==> config.mk <==
export PLATFORM = sky130hd
export DESIGN_NAME = modem_status_unit
export DESIGN_NICKNAME = d
export VERILOG_FILES = /design/src/rtl/msr_pkg.sv /design/src/rtl/msr_sync.sv /design/src/rtl/msr_edge.sv /design/src/rtl/msr_flags.sv /design/src/rtl/modem_status_unit.sv
export SDC_FILE = /design/constraint.sdc
export NUM_CORES = 1
export LEC_CHECK = 0
export CAP_MARGIN = 20
export CELL_PAD_IN_SITES_DETAIL_PLACEMENT = 0
export CELL_PAD_IN_SITES_GLOBAL_PLACEMENT = 1
export CORE_UTILIZATION = 43
export CTS_CLUSTER_SIZE = 25
export DETAILED_ROUTE_END_ITERATION = 10
export DONT_BUFFER_PORTS = 1
export PLACE_DENSITY = 0.78
export RECOVER_POWER = 100
export SLEW_MARGIN = 30
export SYNTH_ARGS = -nofsm -noshare
export SYNTH_HDL_FRONTEND = slang
export SYNTH_SLANG_ARGS = --single-unit
export TNS_END_PERCENT = 5
==> constraint.sdc <==
create_clock -name clk -period 1.08 [get_ports clk]
set_input_delay 0.108 -clock clk [delete_from_list [all_inputs] [get_ports clk]]
set_output_delay 0.108 -clock clk [all_outputs]
set_load 0.02 [all_outputs]
==> src/rtl/msr_pkg.sv <==
`timescale 1ns/1ps
package msr_pkg;
   localparam int unsigned MSR_LINES = 4;

   // Line order fixes the bit position of both flag and level
   typedef enum logic [1:0] {
      LN_CTS  = 2'd0,
      LN_DSR  = 2'd1,
      LN_RING = 2'd2,
      LN_DCD  = 2'd3
   } msr_line_e;

   typedef struct packed {
      logic [MSR_LINES-1:0] level;   // [7:4]
      logic [MSR_LINES-1:0] delta;   // [3:0]
   } msr_word_t;
endpackage

==> src/rtl/msr_sync.sv <==
`timescale 1ns/1ps
module msr_sync #(
   parameter int unsigned     WIDTH   = 4,
   parameter int unsigned     STAGES  = 2,
   parameter logic [WIDTH-1:0] RST_VAL = '1
) (
   input  logic             clk,
   input  logic             rst,
   input  logic [WIDTH-1:0] d_i,
   output logic [WIDTH-1:0] q_o
);
   generate
      if (STAGES < 2) begin : g_bad_stages
         $error("msr_sync: STAGES must be at least 2");
      end
      if (WIDTH < 1) begin : g_bad_width
         $error("msr_sync: WIDTH must be at least 1");
      end
   endgenerate

   logic [WIDTH-1:0] chain_q [STAGES];

   always_ff @(posedge clk) begin
      if (rst) begin
         for (int k = 0; k < int'(STAGES); k++) chain_q[k] <= RST_VAL;
      end else begin
         chain_q[0] <= d_i;
         for (int k = 1; k < int'(STAGES); k++) chain_q[k] <= chain_q[k-1];
      end
   end

   assign q_o = chain_q[STAGES-1];
endmodule

==> src/rtl/msr_edge.sv <==
`timescale 1ns/1ps
module msr_edge #(
   parameter int unsigned      WIDTH     = 4,
   parameter int unsigned      STAGES    = 2,
   parameter logic [WIDTH-1:0] RISE_MASK = '0
) (
   input  logic             clk,
   input  logic             rst,
   input  logic [WIDTH-1:0] lvl_i,
   output logic [WIDTH-1:0] hit_o
);
   // Edges only count once both the synchronizer output and the
   // history register hold post-reset samples.
   localparam int unsigned     WARM_END  = STAGES + 1;
   localparam int unsigned     CW        = $clog2(WARM_END + 1);
   localparam logic [CW-1:0]   WARM_LAST = CW'(WARM_END);
   localparam logic [CW-1:0]   WARM_ONE  = CW'(1);

   logic [CW-1:0]    warm_q;
   logic             armed;
   logic [WIDTH-1:0] prev_q;
   logic [WIDTH-1:0] raw;

   assign armed = (warm_q == WARM_LAST);

   always_ff @(posedge clk) begin
      if (rst) begin
         warm_q <= '0;
         prev_q <= '1;
      end else begin
         if (!armed) warm_q <= warm_q + WARM_ONE;
         prev_q <= lvl_i;
      end
   end

   generate
      for (genvar i = 0; i < int'(WIDTH); i++) begin : g_bit
         if (RISE_MASK[i]) begin : g_rise
            assign raw[i] = ~prev_q[i] & lvl_i[i];
         end else begin : g_any
            assign raw[i] = prev_q[i] ^ lvl_i[i];
         end
      end
   endgenerate

   assign hit_o = armed ? raw : '0;
endmodule

==> src/rtl/msr_flags.sv <==
`timescale 1ns/1ps
module msr_flags #(
   parameter int unsigned WIDTH = 4
) (
   input  logic             clk,
   input  logic             rst,
   input  logic [WIDTH-1:0] hit_i,
   input  logic             clr_i,
   output logic [WIDTH-1:0] flags_o
);
   logic [WIDTH-1:0] flags_q;

   // New detections win over the read clear
   always_ff @(posedge clk) begin
      if (rst) flags_q <= '0;
      else     flags_q <= (flags_q & ~{WIDTH{clr_i}}) | hit_i;
   end

   assign flags_o = flags_q;
endmodule

==> src/rtl/modem_status_unit.sv <==
`timescale 1ns/1ps
module modem_status_unit
   import msr_pkg::*;
#(
   parameter int unsigned          SYNC_STAGES    = 2,
   parameter logic [MSR_LINES-1:0] RISE_ONLY_MASK = 4'b0001
) (
   input  logic       clk,
   input  logic       rst,
   input  logic       cts_n,
   input  logic       dsr_n,
   input  logic       ring_n,
   input  logic       dcd_n,
   input  logic       stat_rd,
   input  logic       irq_en,
   output logic [7:0] stat_q,
   output logic       irq
);
   localparam int unsigned WORD_W = 2 * MSR_LINES;

   generate
      if (WORD_W != 8) begin : g_bad_word
         $error("modem_status_unit: status word must be 8 bits");
      end
      if (SYNC_STAGES < 2) begin : g_bad_sync
         $error("modem_status_unit: SYNC_STAGES must be at least 2");
      end
   endgenerate

   logic [MSR_LINES-1:0] line_n;
   logic [MSR_LINES-1:0] sync_n;
   logic [MSR_LINES-1:0] edge_hit;
   logic [MSR_LINES-1:0] flags;
   msr_word_t            word;

   assign line_n[LN_CTS]  = cts_n;
   assign line_n[LN_DSR]  = dsr_n;
   assign line_n[LN_RING] = ring_n;
   assign line_n[LN_DCD]  = dcd_n;

   msr_sync #(
      .WIDTH   (MSR_LINES),
      .STAGES  (SYNC_STAGES),
      .RST_VAL ({MSR_LINES{1'b1}})
   ) u_sync (
      .clk (clk),
      .rst (rst),
      .d_i (line_n),
      .q_o (sync_n)
   );

   msr_edge #(
      .WIDTH     (MSR_LINES),
      .STAGES    (SYNC_STAGES),
      .RISE_MASK (RISE_ONLY_MASK)
   ) u_edge (
      .clk   (clk),
      .rst   (rst),
      .lvl_i (sync_n),
      .hit_o (edge_hit)
   );

   msr_flags #(
      .WIDTH (MSR_LINES)
   ) u_flags (
      .clk     (clk),
      .rst     (rst),
      .hit_i   (edge_hit),
      .clr_i   (stat_rd),
      .flags_o (flags)
   );

   assign word.level = ~sync_n;
   assign word.delta = flags;
   assign stat_q     = word;
   assign irq        = irq_en & (|flags);
endmodule

# After elaboration in Yosys (flattened, before gate mapping)
# Memories as Yosys holds them, arrays and structs flattened.
# Index checks and enable logic that the tools add are counted.
dict set report op_classes {
  add_sub_neg 1
  n_eq_ne 1
  n_mux 6
  n_bitwise 12
  n_reduce_logical 1
}
# cell count
set ops {}
lappend ops {{4-bit two-way mux} 3}
lappend ops {{4-bit NOT} 2}
lappend ops {{4-bit bitwise AND} 1}
lappend ops {{4-bit OR} 1}
lappend ops {{4-bit OR reduction} 1}
lappend ops {{1-bit two-way mux} 3}
lappend ops {{1-bit XOR} 3}
lappend ops {{2-bit by 1-bit adder with 2-bit output, second input constant} 1}
lappend ops {{1-bit bitwise AND} 2}
lappend ops {{2-bit == test, second input constant} 1}
lappend ops {{1-bit OR} 2}
lappend ops {{1-bit NOT} 1}
dict set report word_totals {
  register_bits 10
  ram_bits 8
  in_bits 8
  out_inout_bits 9
  elab_cells 25
  n_memories 1
}
# memory words width read_ports rd_ports_with_merged_regs wr line
set mem_list {}
lappend mem_list {u_sync.chain_q 2 4 2 0 2 msr_sync.sv:21} ;# logic [WIDTH-1:0] chain_q [STAGES];

# Longest topological paths before layout
# Gate-level depths: netlist of the first run.
dict set report logic_depth {
  ltp_word 4
  depth_mapped 3
  depth_no_buf 3
}

# Modules after synthesis
# From an unflattened synthesis of the first run, not the netlist that was laid out.
dict set report unflattened {
  hier_cells 64
  area_unflattened_um2 656.9
}
# module instances cells_each area_per_inst_um2 seq_area_each_um2
set modules_own_cells {}
lappend modules_own_cells {msr_edge 1 23 250.2 120.1}
lappend modules_own_cells {msr_sync 1 20 240.2 160.2}
lappend modules_own_cells {msr_flags 1 16 140.1 80.1}
lappend modules_own_cells {modem_status_unit 1 5 26.3 0.0}

# Worst setup path after synthesis of the first run
# OpenSTA, ideal clock, no wires.
dict set report synth_path {
  kind {reg2out}
  from {register u_flags.flags_q[0], in the netlist u_flags.flags_o[0]}
  to {output irq}
  arrival_time_ps 889
  t_required_ps 972
  slack_ps 83
  path_stages_with_launch 2
  path_buffers 0
  cell_sequence {dfxtp_1 o41a_1}
}
dict set report synth_via {
  elab_chain_len 2
}
# item line
set synth_rtl {}
lappend synth_rtl {{start, declared} msr_flags.sv:11} ;# logic [WIDTH-1:0] flags_q;
lappend synth_rtl {{start signal, assigned} msr_flags.sv:16} ;# else flags_q <= (flags_q & ~{WIDTH{clr_i}}) | hit_i;
lappend synth_rtl {{4-bit OR reduction} modem_status_unit.sv:76} ;# assign irq = irq_en & (|flags);
lappend synth_rtl {{1-bit bitwise AND} modem_status_unit.sv:76}
lappend synth_rtl {{end, declared} modem_status_unit.sv:17} ;# output logic irq
# Every way passes these cells.

# Final worst setup path of the first run
dict set report layout_path {
  from {register u_flags.flags_q[1], in the netlist u_flags.flags_o[1]}
  to {output irq}
}
# Same word-level chain as after synthesis.

==> flow_summary.toml, run 1 <==
[global_routing]
grt_pass1_wl_um = 1240
first_global_vias = 325
grt_usage = 0.129
largest_net_degree_at_the_start_of_global_routing = 19
grt_antenna_before_repair = 0
global_route.overflow_total = 0

[timing]
finalHoldWorstSlack_ns = 0.0361
maxSlewHeadroom = 0.671
finalSetupTns_ns = -0.149
rsz0062_at_grt = "yes"
timing_worst_slew_pin_value_ns = 0.492
period_minus_slack_ns = 1.23
final-setup-viol-count = 1
finalHoldViolCount = 0
final.period_utilization = 1.14
timing_max_transition_violations_final = 0
clock-skew-final_ns = 0.00536
setup_slack_ns = -0.149
clock.fmax_mhz = 814

[floorplan]
die_outline_area_um2 = 1560
die_w_um = 39.5
die_h_um = 39.5
initial_util = 0.463
rows = 13
fp.coreArea_um2 = 1300
num_io_pins = 17

[routing]
remaining_drc_errors = 0
drt-pass1-iter-count = 1
drt_iter0_drc = 0
detailed_route_via_count = 369
via_per_inst = 4.50
antenna_violating_nets_remaining = 0
wl_per_cell_um = 9.71
finalWirelength_um = 796

[pwr]
vdd.ir_drop.worst_mv = 0.919
netSwitchingFraction = 0.214
total_switching_power_uw = 263
p_leak_nw = 0.311
comb_power_share = 0.091
p_per_area_nw_per_um2 = 1680
sequentialPowerShare = 0.586
internal_power_uw = 965
clkPwrFrac = 0.323
post_layout_total_power_mw = 1.23

[hold_path]
min_delay_path_depth = 2
hold_start = "rst"
holdPathEnd = "u_flags.flags_o[2]$_SDFF_PP0_"
hold_path_class = "in2reg"

[cells_and_area]
drive_above_1_share = 0.269
final_net_count = 77
areaGrowthSynthToFinish_pct = 21.6
finished_core_util = 0.563
layout.cells.non_filler = 82
postLayoutCellArea_um2 = 733
antennaDiodeCount = 0

[critical_path]
cp.required_ns = 0.97
crit_path_top_delay_cell = "sky130_fd_sc_hd__o41a_1"
critPathTopFamily = "compound AO/OA/AOI/OAI gates"
worst_reg2reg_path_endpoint = "u_edge.warm_q[1]$_SDFFE_PP0N_"
setup.worst_path.class = "reg2out"
critical_path.reg2reg.startpoint = "u_edge.warm_q[0]$_SDFFE_PP0N_"
crit_buf_inv = 0
worst_ep_arrival_time_ns = 1.12
cp_cell_sequence = "o41a_1"
critical-path-max-stage-delay_ns = 0.50
start_kind = "flip-flop"
r2r.worst_path.cells = 3
setup.worst_path.end_class = "primary output"
worst-path-max-fanout = 3
reg2reg_setup_slack_ns = 0.09

[cts]
clkSinkCount = 18
cts-htree-levels = 1
clockBufferDepth = 2
clock_latency_ns = 0.28
tritoncts.num_buffers = 3
cts_tree = "yes"
post_cts_clock_slew_at_the_launch_and_capture_registers_of_the_worst_setup_and_hold_paths_ns = 0.10
clock_tree.root_cell = "sky130_fd_sc_hd__clkbuf_4"

[logic_synthesis]
yosysWarningCount = 0
synth_net_count = 63
syn-cell-area_um2 = 603
number_of_distinct_library_cell_variants_in_the_gate_level_netlist_after_synthesis = 16
synthesis.area_per_instance_um2 = 11.2
postSynthCellCount = 54
post-synth-top-area-fraction = 0.598
synth_seq_area_share = 0.598
yosys.area.top_type = "sky130_fd_sc_hd__dfxtp_1"
ys_seq_elements = 18
netlist_top_cells_area = "sky130_fd_sc_hd__dfxtp_1 60%, sky130_fd_sc_hd__or2_2 8.3%, sky130_fd_sc_hd__inv_1 4.4%"

[place]
detailed_place_hpwl_um = 513
placedInstanceArea_um2 = 641
place_ws_ns = 0.112
port_buffers = 0
place.gp.congestion = 0.558
numPlacedInstances = 72

[outcome]
result_of_the_run = "finished, violations left"
failed_checks = "negative setup slack"

[job]
timing.max_cap.violations = 0
-- synth_stat cells, drive strengths merged --
master,count
a21oi,1
xnor2,3
inv,7
o32ai,3
ha,1
buf,1
mux2i,1
xor2,1
or2,12
nand2b,2
dfxtp,18
nor2,2
nand3b,1
o41a,1
-- layer usage --
layer	track usage	vias up	wire, µm
met3	0.0625	0	61
met1	0.134	158	391
li1	-	197	-
met5	0	-	0
met4	0.103	0	0
met2	0.193	14	343
-- cells by family after synthesis --
kind of cell    after synthesis  synth area share
mux                           1            0.0166
compound gates                5            0.0705
buf+inv                       8            0.0622
simple gates                 17             0.174
fa+ha+maj                     1            0.0207
xor+xnor                      4            0.0581
flops                        18             0.598
-- power by group through the flow --
stage	Sequential [mW]	Clock, mW	Combinational [mW]
finish	0.720	0.397	0.112
detailed placement	0.736	0	0.0904
global placement	0.734	0	0.0863
CTS	0.721	0.417	0.115
floorplan	0.734	0	0.0822
global route	0.725	0.451	0.126
-- worst max-delay path by stage --
stage,to,slack (ns),cells past startpoint,from
CTS,irq,-0.16,1,u_flags.flags_o[1]$_SDFF_PP0_
detailed placement,u_edge.warm_q[1]$_SDFFE_PP0N_,0.11,3,u_edge.warm_q[0]$_SDFFE_PP0N_
finish,irq,-0.15,1,u_flags.flags_o[1]$_SDFF_PP0_
global route,irq,-0.21,1,u_flags.flags_o[0]$_SDFF_PP0_
floorplan,irq,0.08,1,u_flags.flags_o[0]$_SDFF_PP0_
global placement,u_edge.warm_q[1]$_SDFFE_PP0N_,0.16,3,u_edge.warm_q[0]$_SDFFE_PP0N_
-- registers in the layout (all words and copies together) (netlist names) --
name,cells
u_edge.warm_q,2
u_flags.flags_o,4
u_sync.chain_q,8
u_edge.prev_q,4
-- cells in the final DEF (no fill, tap or decap), drive strengths merged --
master       count
nand2b           2
buf              2
dlygate4sd3      6
inv              7
o32ai            3
nand3b           1
xnor2            3
o41a             1
or2             12
nor2             2
clkbuf           6
a21oi            1
mux2i            1
ha               1
xor2             1
dfxtp           18
-- repair_timing --
action | CTS | global route
endpoints found under the setup margin | 1 | 1
buffers inserted | 0 | 0
pin swaps | 1 | 0
resized for setup | 1 | 1
endpoints found under the hold margin | 18 | 0
hold buffers | 6 | 0
-- layout make-up --
class / count / area (µm²)
Fill cell: 121 / 568
Sequential cell: 18 / 362
Multi-Input combinational cell: 28 / 205
Timing Repair Buffer: 10 / 85.1
Clock buffer: 4 / 36.3
Inverter: 7 / 26.3
Tap cell: 15 / 18.8
Note: power is estimated with default switching activity, not from simulation.
==> inputs of run 2 (changes only) <==
--- a/config.mk
+++ b/config.mk
@@ -14,6 +14,7 @@
 export DONT_BUFFER_PORTS = 1
 export PLACE_DENSITY = 0.78
 export RECOVER_POWER = 100
+export SKIP_LAST_GASP = 1
 export SLEW_MARGIN = 30
 export SYNTH_ARGS = -nofsm -noshare
 export SYNTH_HDL_FRONTEND = slang
==> flow_summary.toml, run 2 (synthesis gave the netlist of run 1 again) <==
[critical_path]
critical-path-max-stage-delay_ns = 0.50
crit_path_top_delay_cell = "sky130_fd_sc_hd__o41a_1"
cp_cell_sequence = "o41a_1"
setup.worst_path.end_class = "primary output"
worst_ep_arrival_time_ns = 1.12
worst-path-max-fanout = 3
critPathTopFamily = "compound AO/OA/AOI/OAI gates"
setup.worst_path.class = "reg2out"
start_kind = "flip-flop"
cp.required_ns = 0.97
crit_buf_inv = 0

[timing]
setup_slack_ns = -0.149
period_minus_slack_ns = 1.23
final-setup-viol-count = 1
finalHoldViolCount = 0
clock-skew-final_ns = 0.00536
clock.fmax_mhz = 814
final.period_utilization = 1.14
maxSlewHeadroom = 0.671
timing_worst_slew_pin_value_ns = 0.492
timing_max_transition_violations_final = 0
rsz0062_at_grt = "yes"

[floorplan]
die_h_um = 39.5
die_outline_area_um2 = 1560
fp.coreArea_um2 = 1300
die_w_um = 39.5
rows = 13
initial_util = 0.463
num_io_pins = 17

[cells_and_area]
drive_above_1_share = 0.254
final_net_count = 77
mostFrequentLayoutCells = "18 x sky130_fd_sc_hd__dfxtp_1, 8 x sky130_fd_sc_hd__or2_2, 7 x sky130_fd_sc_hd__inv_1, 6 x sky130_fd_sc_hd__dlygate4sd3_1, 4 x sky130_fd_sc_hd__or2_1"
layout.cells.non_filler = 82
largest_register_ff_count = 8
largest-register = "u_sync.chain_q"
finished_core_util = 0.563
areaGrowthSynthToFinish_pct = 21.4
most_common_cell_after_layout_fill_and_taps_aside = "sky130_fd_sc_hd__dfxtp_1"
postLayoutCellArea_um2 = 732
antennaDiodeCount = 0

[job]
timing.max_cap.violations = 0

[cts]
clock_tree.root_cell = "sky130_fd_sc_hd__clkbuf_4"
clockBufferDepth = 2
cts-htree-levels = 1
post_cts_setup_buffer_count = 0
tritoncts.num_buffers = 3
clkSinkCount = 18
clock_latency_ns = 0.28
cts_tree = "yes"
post_cts_clock_slew_at_the_launch_and_capture_registers_of_the_worst_setup_and_hold_paths_ns = 0.10

[place]
place_ws_ns = 0.112
numPlacedInstances = 72
place.gp.congestion = 0.558
placedInstanceArea_um2 = 641
port_buffers = 0
detailed_place_hpwl_um = 513

[global_routing]
grt_pass1_wl_um = 1240
global_route.overflow_total = 0
first_global_vias = 325
grt_usage = 0.129
grt_antenna_before_repair = 0
largest_net_degree_at_the_start_of_global_routing = 19

[outcome]
result_of_the_run = "finished, violations left"
failed_checks = "negative setup slack"

[routing]
remaining_drc_errors = 0
detailed_route_via_count = 369
drt_iter0_drc = 0
via_per_inst = 4.50
wl_per_cell_um = 9.71
antenna_violating_nets_remaining = 0
finalWirelength_um = 796
drt-pass1-iter-count = 1

[pwr]
p_leak_nw = 0.311
p_per_area_nw_per_um2 = 1680
vdd.ir_drop.worst_mv = 0.919
post_layout_total_power_mw = 1.23

[hold_path]
hold_path_class = "in2reg"
## run 2: final cells by class
type | instances | area, µm²
fillers | 122 | 569
flip-flops and latches | 18 | 360
multi-input cells | 28 | 205
repair buffers | 10 | 85.1
clock buffers | 4 | 36.3
inverters | 7 | 26.3
well taps | 15 | 18.8
## run 2: worst paths after layout
check / startpoint / endpoint / slack, ns / cells after the start
max: u_flags.flags_o[1]$_SDFF_PP0_ / irq / -0.15 / 1
min: rst / u_flags.flags_o[2]$_SDFF_PP0_ / 0.04 / 2
max reg2reg: u_edge.warm_q[0]$_SDFFE_PP0N_ / u_edge.warm_q[1]$_SDFFE_PP0N_ / 0.09 / 3
min reg2reg: u_sync.chain_q[0][0]$_SDFF_PP1_ / u_sync.chain_q[0][4]$_SDFF_PP1_ / 0.42 / 1
## run 2: report_power, final
part | switching, mW | internal (mW)
clock network | 0.192 | 0.205
registers | 0.0189 | 0.701
logic | 0.0525 | 0.0596
## run 2: through the flow
step,hold WS [ns],setup TNS [ns]
global placement,0.180,0
floorplan,0.212,0
global route,0.0263,-0.208
CTS,0.0294,-0.163
detailed placement,0.182,0
finish,0.0361,-0.149
## run 2: routing by layer
metal | vias up | routed length, µm | global-route usage
met4 | 0 | 0 | 0.103
met2 | 14 | 343 | 0.193
li1 | 197 | - | -
met5 | - | 0 | 0
met3 | 0 | 61 | 0.0625
met1 | 158 | 391 | 0.134
## run 2: repair_timing
action                                  4_1_cts  5_1_grt
gates resized for setup                       1        0
endpoints found under the setup margin        1        1
pin swaps                                     1        0
hold buffers                                  6        0
hold endpoints to repair                     18        0
==> inputs of run 3 (changes only) <==
--- a/config.mk
+++ b/config.mk
@@ -14,7 +14,6 @@
 export DONT_BUFFER_PORTS = 1
 export PLACE_DENSITY = 0.78
 export RECOVER_POWER = 100
-export SKIP_LAST_GASP = 1
 export SLEW_MARGIN = 30
 export SYNTH_ARGS = -nofsm -noshare
 export SYNTH_HDL_FRONTEND = slang
==> results of run 3 <==
The final DEF is identical to that of run 1; final timing and power are the same.
